$ cat config.mk
export PLATFORM = sky130hd
export DESIGN_NAME = coreEnergyWindow
export DESIGN_NICKNAME = d
export VERILOG_FILES = /design/src/rtl/coreEnergyPkg.sv /design/src/rtl/energyWinCtrl.sv /design/src/rtl/energyWinDatapath.sv /design/src/rtl/coreEnergyWindow.sv
export SDC_FILE = /design/constraint.sdc
export NUM_CORES = 2
export LEC_CHECK = 0
export ABC_CLOCK_PERIOD_IN_PS = 17940
export BUFFER_PORTS_ARGS = -buffer_cell sky130_fd_sc_hd__buf_2
export CELL_PAD_IN_SITES_DETAIL_PLACEMENT = 0
export CELL_PAD_IN_SITES_GLOBAL_PLACEMENT = 1
export CORE_ASPECT_RATIO = 0.5
export CORE_UTILIZATION = 50
export DETAILED_ROUTE_END_ITERATION = 7
export GPL_TIMING_DRIVEN = 0
export PLACE_DENSITY_LB_ADDON = 0.1
export SYNTH_ARGS = -nofsm -noshare
export SYNTH_HDL_FRONTEND = slang
export SYNTH_HIERARCHICAL = 1
export SYNTH_SLANG_ARGS = --single-unit
$ cat constraint.sdc
create_clock -name clk -period 17.94 [get_ports clk]
set_input_delay 3.588 -clock clk [delete_from_list [all_inputs] [get_ports clk]]
set_output_delay 3.588 -clock clk [all_outputs]
set_load 0.1 [all_outputs]
$ cat src/rtl/coreEnergyPkg.sv
package coreEnergyPkg;
  localparam int NUM_BINS  = 8;
  localparam int IDX_W     = 3;
  localparam int WEIGHT_W  = 16;
  localparam int ADDR_W    = 4;
  localparam int MIN_WIN   = 9;
  localparam logic [ADDR_W-1:0] LEN_ADDR = 4'd8;

  typedef enum logic [IDX_W-1:0] {
    BIN_ACTIVE  = 3'd0,
    BIN_STALL   = 3'd1,
    BIN_IDLE    = 3'd2,
    BIN_GATED   = 3'd3,
    BIN_LINE_RD = 3'd4,
    BIN_LINE_WR = 3'd5,
    BIN_WORD_RD = 3'd6,
    BIN_WORD_WR = 3'd7
  } binSel_t;

  typedef struct packed {
    logic             winEnd;
    logic             macStep;
    logic [IDX_W-1:0] macIdx;
    logic             macLast;
  } ctrlStrobes_t;
endpackage

$ cat src/rtl/energyWinCtrl.sv
module energyWinCtrl
  import coreEnergyPkg::*;
#(
  parameter int WIN_W   = 16,
  parameter int DEF_WIN = 163
) (
  input  logic                clk,
  input  logic                rstN,
  input  logic                cfgWe,
  input  logic [ADDR_W-1:0]   cfgAddr,
  input  logic [WEIGHT_W-1:0] cfgData,
  output ctrlStrobes_t        strobes,
  output logic                windowDone,
  output logic                busy
);
  localparam logic [WIN_W-1:0] MIN_LEN  = WIN_W'(MIN_WIN);
  localparam logic [WIN_W-1:0] DEF_LEN  = WIN_W'(DEF_WIN);
  localparam logic [WIN_W-1:0] RST_LEN  = (DEF_LEN < MIN_LEN) ? MIN_LEN : DEF_LEN;
  localparam logic [IDX_W-1:0] LAST_IDX = IDX_W'(NUM_BINS - 1);

  function automatic logic [WIN_W-1:0] clampLen(input logic [WIN_W-1:0] v);
    return (v < MIN_LEN) ? MIN_LEN : v;
  endfunction

  logic [WIN_W-1:0] shadowLen;
  logic [WIN_W-1:0] curLen;
  logic [WIN_W-1:0] winCnt;
  logic [IDX_W-1:0] macIdx;
  logic             winEnd;

  assign winEnd = (winCnt == curLen - 1'b1);

  // window timing and length shadow
  always_ff @(posedge clk) begin
    if (!rstN) begin
      shadowLen  <= RST_LEN;
      curLen     <= RST_LEN;
      winCnt     <= '0;
      windowDone <= 1'b0;
    end else begin
      if (cfgWe && cfgAddr == LEN_ADDR)
        shadowLen <= clampLen(WIN_W'(cfgData));
      if (winEnd) begin
        winCnt <= '0;
        curLen <= shadowLen;
      end else begin
        winCnt <= winCnt + 1'b1;
      end
      windowDone <= winEnd;
    end
  end

  // eight-step multiply-accumulate sequencer
  always_ff @(posedge clk) begin
    if (!rstN) begin
      busy   <= 1'b0;
      macIdx <= '0;
    end else if (winEnd) begin
      busy   <= 1'b1;
      macIdx <= '0;
    end else if (busy) begin
      macIdx <= macIdx + 1'b1;
      if (macIdx == LAST_IDX)
        busy <= 1'b0;
    end
  end

  always_comb begin
    strobes.winEnd  = winEnd;
    strobes.macStep = busy;
    strobes.macIdx  = macIdx;
    strobes.macLast = busy && (macIdx == LAST_IDX);
  end
endmodule

$ cat src/rtl/energyWinDatapath.sv
module energyWinDatapath
  import coreEnergyPkg::*;
#(
  parameter int WIN_W = 16,
  localparam int CNT_W    = WIN_W,
  localparam int PROD_W   = CNT_W + WEIGHT_W,
  localparam int ENERGY_W = PROD_W + IDX_W
) (
  input  logic                      clk,
  input  logic                      rstN,
  input  logic [3:0]                stateVec,
  input  logic                      lineRd,
  input  logic                      lineWr,
  input  logic                      wordRd,
  input  logic                      wordWr,
  input  logic                      cfgWe,
  input  logic [ADDR_W-1:0]         cfgAddr,
  input  logic [WEIGHT_W-1:0]       cfgData,
  input  ctrlStrobes_t              strobes,
  output logic [NUM_BINS*CNT_W-1:0] latchedCounts,
  output logic [ENERGY_W-1:0]       energy,
  output logic                      stateErr
);
  logic [CNT_W-1:0]    liveCnt [NUM_BINS];
  logic [CNT_W-1:0]    latCnt  [NUM_BINS];
  logic [WEIGHT_W-1:0] shadowW [NUM_BINS];
  logic [WEIGHT_W-1:0] appliedW[NUM_BINS];
  logic [WEIGHT_W-1:0] macW    [NUM_BINS];
  logic [NUM_BINS-1:0] evt;
  logic                badState;
  logic [PROD_W-1:0]   product;
  logic [ENERGY_W-1:0] acc;

  // event decode: a malformed state is scored as active
  always_comb begin
    badState = ($countones(stateVec) != 1);
    evt[BIN_ACTIVE] = badState ? 1'b1 : stateVec[0];
    evt[BIN_STALL]  = badState ? 1'b0 : stateVec[1];
    evt[BIN_IDLE]   = badState ? 1'b0 : stateVec[2];
    evt[BIN_GATED]  = badState ? 1'b0 : stateVec[3];
    evt[BIN_LINE_RD] = lineRd;
    evt[BIN_LINE_WR] = lineWr;
    evt[BIN_WORD_RD] = wordRd;
    evt[BIN_WORD_WR] = wordWr;
  end

  for (genvar g = 0; g < NUM_BINS; g++) begin : gBin
    always_ff @(posedge clk) begin
      if (!rstN) begin
        liveCnt[g] <= '0;
        latCnt[g]  <= '0;
      end else if (strobes.winEnd) begin
        latCnt[g]  <= liveCnt[g] + CNT_W'(evt[g]);
        liveCnt[g] <= '0;
      end else begin
        liveCnt[g] <= liveCnt[g] + CNT_W'(evt[g]);
      end
    end

    // three weight banks: written, in force, being scored
    always_ff @(posedge clk) begin
      if (!rstN) begin
        shadowW[g]  <= '0;
        appliedW[g] <= '0;
        macW[g]     <= '0;
      end else begin
        if (cfgWe && cfgAddr == ADDR_W'(g))
          shadowW[g] <= cfgData;
        if (strobes.winEnd) begin
          appliedW[g] <= shadowW[g];
          macW[g]     <= appliedW[g];
        end
      end
    end

    assign latchedCounts[g*CNT_W +: CNT_W] = latCnt[g];
  end

  assign product = PROD_W'(latCnt[strobes.macIdx]) * PROD_W'(macW[strobes.macIdx]);

  always_ff @(posedge clk) begin
    if (!rstN) begin
      acc    <= '0;
      energy <= '0;
    end else if (strobes.winEnd) begin
      acc <= '0;
    end else if (strobes.macStep) begin
      if (strobes.macLast) begin
        energy <= acc + ENERGY_W'(product);
        acc    <= '0;
      end else begin
        acc <= acc + ENERGY_W'(product);
      end
    end
  end

  always_ff @(posedge clk) begin
    if (!rstN)         stateErr <= 1'b0;
    else if (badState) stateErr <= 1'b1;
  end
endmodule

$ cat src/rtl/coreEnergyWindow.sv
module coreEnergyWindow
  import coreEnergyPkg::*;
#(
  parameter int WIN_W   = 16,
  parameter int DEF_WIN = 163,
  localparam int ENERGY_W = WIN_W + WEIGHT_W + IDX_W
) (
  input  logic                         clk,
  input  logic                         rstN,
  input  logic [3:0]                   stateVec,
  input  logic                         lineRd,
  input  logic                         lineWr,
  input  logic                         wordRd,
  input  logic                         wordWr,
  input  logic                         cfgWe,
  input  logic [3:0]                   cfgAddr,
  input  logic [15:0]                  cfgData,
  output logic                         windowDone,
  output logic                         busy,
  output logic [NUM_BINS*WIN_W-1:0]    latchedCounts,
  output logic [ENERGY_W-1:0]          energy,
  output logic                         stateErr
);
  ctrlStrobes_t strobes;

  energyWinCtrl #(.WIN_W(WIN_W), .DEF_WIN(DEF_WIN)) ctrl (
    .clk(clk), .rstN(rstN), .cfgWe(cfgWe), .cfgAddr(cfgAddr), .cfgData(cfgData),
    .strobes(strobes), .windowDone(windowDone), .busy(busy)
  );

  energyWinDatapath #(.WIN_W(WIN_W)) dpath (
    .clk(clk), .rstN(rstN), .stateVec(stateVec),
    .lineRd(lineRd), .lineWr(lineWr), .wordRd(wordRd), .wordWr(wordWr),
    .cfgWe(cfgWe), .cfgAddr(cfgAddr), .cfgData(cfgData), .strobes(strobes),
    .latchedCounts(latchedCounts), .energy(energy), .stateErr(stateErr)
  );
endmodule

==> results.py <==
metrics = {
    "status": {
        "status": "finished clean",
    },
    "synthesis": {
        "synth_top_area_share_pct": 45.4,
        "ys_top_cells_by_area": "edfxtp_1 (45%), fa_1 (11%), dfxtp_1 (5.9%), and3_1 (4.7%), nor2_1 (3.9%)",
        "synth_largest_area_cell": "edfxtp_1",
        "synth_compound_area_share_pct": 3.55,
        "synth_ff_type": "edfxtp_1",
        "synth_edf_count": 640,
        "syn_inst": 3664,
        "synth_area_per_cell_sq_um": 11.5,
        "synth_top_family_by_area": "simple AND/OR/NAND/NOR gates",
        "yosysSeqAreaShare_pct": 51.3,
        "netlist_top_cells_count": "edfxtp_1 (640), nor2_1 (442), inv_1 (372)",
        "synthAdderAreaFrac_pct": 14.6,
        "synth_seq_cells": 764,
        "yosys_warnings": 6,
        "synth-xor-area-share_pct": 3.53,
        "yosys.area_share.simple_pct": 16.8,
        "synthArstFlopShare_pct": 0,
        "yosysUniqueCellTypes": 84,
        "yosys-mux-area-fraction_pct": 5.04,
        "syn-cell-area_sq_um": 42300,
        "post-synth-top-count-cell": "edfxtp_1",
    },
    "timing": {
        "post-route-worst-setup-slack_ns": 8.33,
        "rsz0062_at_grt": "false",
        "tightest_slew_ns": 1.33,
        "fin_crit_ns": 9.61,
        "fmax_ghz": 0.104,
        "slew_viol_final": 0,
        "final-setup-viol-count": 0,
        "final-hold-violation-count": 0,
        "skew_ns": 0.0314,
        "slew_headroom_pct": 8.56,
        "tns_ns": 0,
        "fin_crit_sh_pct": 53.6,
    },
    "detailed_routing": {
        "viasPerCell": 5.44,
        "drt-total-wl_um": 117000,
        "drtPass1Iterations": 5,
        "route.detailed.drc": 0,
        "ant_nets": 0,
        "drt_iter0_markers": 2510,
        "wl_per_cell_um": 22.3,
        "routed-via-count": 28400,
    },
    "power": {
        "powerDensity_nw_per_um2": 91.8,
        "power_uw": 4390,
        "ir_drop_uv": 62.0,
        "p_leak_uw": 0.0202,
    },
    "grt": {
        "antenna_found_initial": 3,
        "grt_max_degree": 73,
        "grt_overflow": 0,
        "grt_pass1_wl_um": 174000,
        "groute.usage.overall_pct": 27.5,
        "use_met3_pct": 4.90,
        "met1_usage_pct": 38.8,
        "use_met2_pct": 43.0,
        "grt_pass1_vias": 28000,
        "grt-busiest-layer": "met2",
    },
    "die": {
        "ios": 197,
        "die_w_um": 413,
        "core_area_sq_um": 82700,
        "rows": 74,
        "dieHeight_um": 208,
        "initial_core_util_pct": 51.2,
        "die_area_sq_um": 85900,
    },
    "setup_path": {
        "cp_slowest_cell": "clkbuf_1",
        "path_class": "reg2reg",
        "path_common_cell": "fa_1",
        "cp-start-kind": "register",
        "worstPathRequired_ns": 18.47,
        "cp_cell_sequence": "buf_2, clkbuf_1, clkbuf_1, mux4_2, mux2i_1, nor2_1, fa_1, fa_1, fa_1, fa_1, fa_1, inv_1, fa_1, inv_1, ha_1, clkbuf_1, and3_1, nand2_1, o221ai_1, and3_1, a211oi_1, xor2_1, o21ai_1, and2_1",
        "cp_top_family": "adder cells",
        "cp_max_fo": 10,
        "cpPeakStageDelay_ns": 0.93,
        "arrival_ns": 10.14,
        "crit_buf_inv": 6,
        "endpoint_kind": "register",
    },
    "clock_tree": {
        "holdBufCountCts": 0,
        "cts_resized": 0,
        "clk_pin_slew_ns": 0.07,
        "cts_buffer_depth": 3,
        "root_buffer": "clkbuf_16",
        "cts_made_buffers": 71,
        "cts_tree": "done",
        "cts-htree-levels": 3,
        "cts_setup_buffers": 0,
        "cts.sinks": 764,
        "clk_latency_ns": 0.66,
    },
    "cells_and_area": {
        "register_area_sq_um": 21700,
        "layout.nets": 4461,
        "drive_gt1_share_pct": 11.8,
        "final_util_pct": 57.8,
        "synthToLayoutAreaGrowth_pct": 13.0,
        "final_cells": 5230,
        "fillers": 6960,
        "multi_input_area_sq_um": 18900,
    },
    "place": {
        "portBuffers": 196,
        "dp_hpwl_um": 90100,
        "gp_congestion": 0.919,
        "pre_cts_ws_ns": 8.57,
        "placedCellCount": 5101,
    },
    "flow_run": {
        "max-cap-violations": 0,
    },
    "min_path": {
        "worstHoldPathType": "reg2reg",
    },
}
==> cell usage in the layout (no fill, tap or decap), types with 15 or more instances in the layout <==
cell type | Yosys | layout
nor3_1 | 22 | 22
xnor2_1 | 76 | 76
buf_2 | 29 | 225
a21o_1 | 15 | 15
a21oi_1 | 82 | 82
nand2b_1 | 15 | 15
nand4_1 | 25 | 25
conb_1 | 1 | 128
fa_1 | 227 | 227
clkbuf_16 | 0 | 72
dfxtp_1 | 124 | 124
edfxtp_1 | 640 | 640
mux2i_1 | 42 | 42
xor2_1 | 92 | 92
and3_1 | 315 | 315
and2_1 | 170 | 170
nand3_1 | 64 | 64
nand2_1 | 330 | 330
o21ai_0 | 33 | 25
mux2_2 | 24 | 24
inv_1 | 372 | 372
nor2_1 | 442 | 442
clkbuf_1 | 139 | 145
ha_1 | 131 | 131
mux4_2 | 64 | 64
==> sequential cells by signal (all words and copies together) (netlist names) <==
signal           cells
dpath/acc           35
ctrl/shadowLen      16
dpath/macW         128
ctrl/busy            1
ctrl/macIdx          3
ctrl/curLen         16
dpath/stateErr       1
ctrl/windowDone      1
dpath/energy        35
ctrl/winCnt         16
dpath/liveCnt      128
dpath/shadowW      128
dpath/appliedW     128
dpath/latCnt       128
==> area by class of cell <==
class                   instances  area share [%]
flip-flops and latches        764            45.4
multi-input cells            2469            39.6
clock buffers                  81            3.88
inverters                     374            2.94
well taps                    1102            2.89
repair buffers                208            2.53
plain buffers                 184            1.63
clock inverters                47            1.14
diodes                          1         0.00524
==> report_power, final <==
part | total, uW | internal, uW | switching (uW)
Combinational | 784 | 247 | 537
Sequential | 2030 | 1990 | 35.7
Clock | 1580 | 873 | 706
Total | 4390 | 3110 | 1280
==> stage by stage <==
stage               hold WS (ns)  area, sq um
floorplan                  0.425        42800
global placement           0.435        45100
detailed placement         0.442        45400
CTS                        0.449        47800
global route               0.464        47800
finish                     0.448        47800
==> path summary, 6_finish.rpt <==
path	start	end	slack (ns)	depth (start not counted)
setup / recovery	ctrl/macIdx[1]$_SDFFE_PP0P_	dpath/energy[26]$_SDFFE_PN0P_	8.33	24
hold / removal	dpath/stateErr$_SDFFE_PN0P_	dpath/stateErr$_SDFFE_PN0P_	0.45	2
setup reg to reg	ctrl/macIdx[1]$_SDFFE_PP0P_	dpath/energy[26]$_SDFFE_PN0P_	8.33	24
hold reg to reg	dpath/stateErr$_SDFFE_PN0P_	dpath/stateErr$_SDFFE_PN0P_	0.45	2
==> layer usage <==
layer / routed length, um / vias up
met5: 0 / -
met4: 3890 / 0
met3: 8390 / 195
met2: 53500 / 1013
met1: 51000 / 14100
li1: - / 13100
==> logic make-up after synthesis <==
| family | count (synthesis) |
|---|---|
| and+or+nand+nor | 1454 |
| DFF | 764 |
| buffers and inverters | 558 |
| adders and majority gates | 358 |
| AOI/OAI and AO/OA | 230 |
| xor gates and xnor gates | 169 |
| muxes | 130 |
| other | 1 |
==> worst min-delay path: cells and delay by family (launching register included) <==
family                 cells  cell delay (ns)
AOI/OAI and AO/OA          1             0.05
buffers and inverters      1             0.05
DFF                        1             0.30
Power figures use the tool's default switching activity.
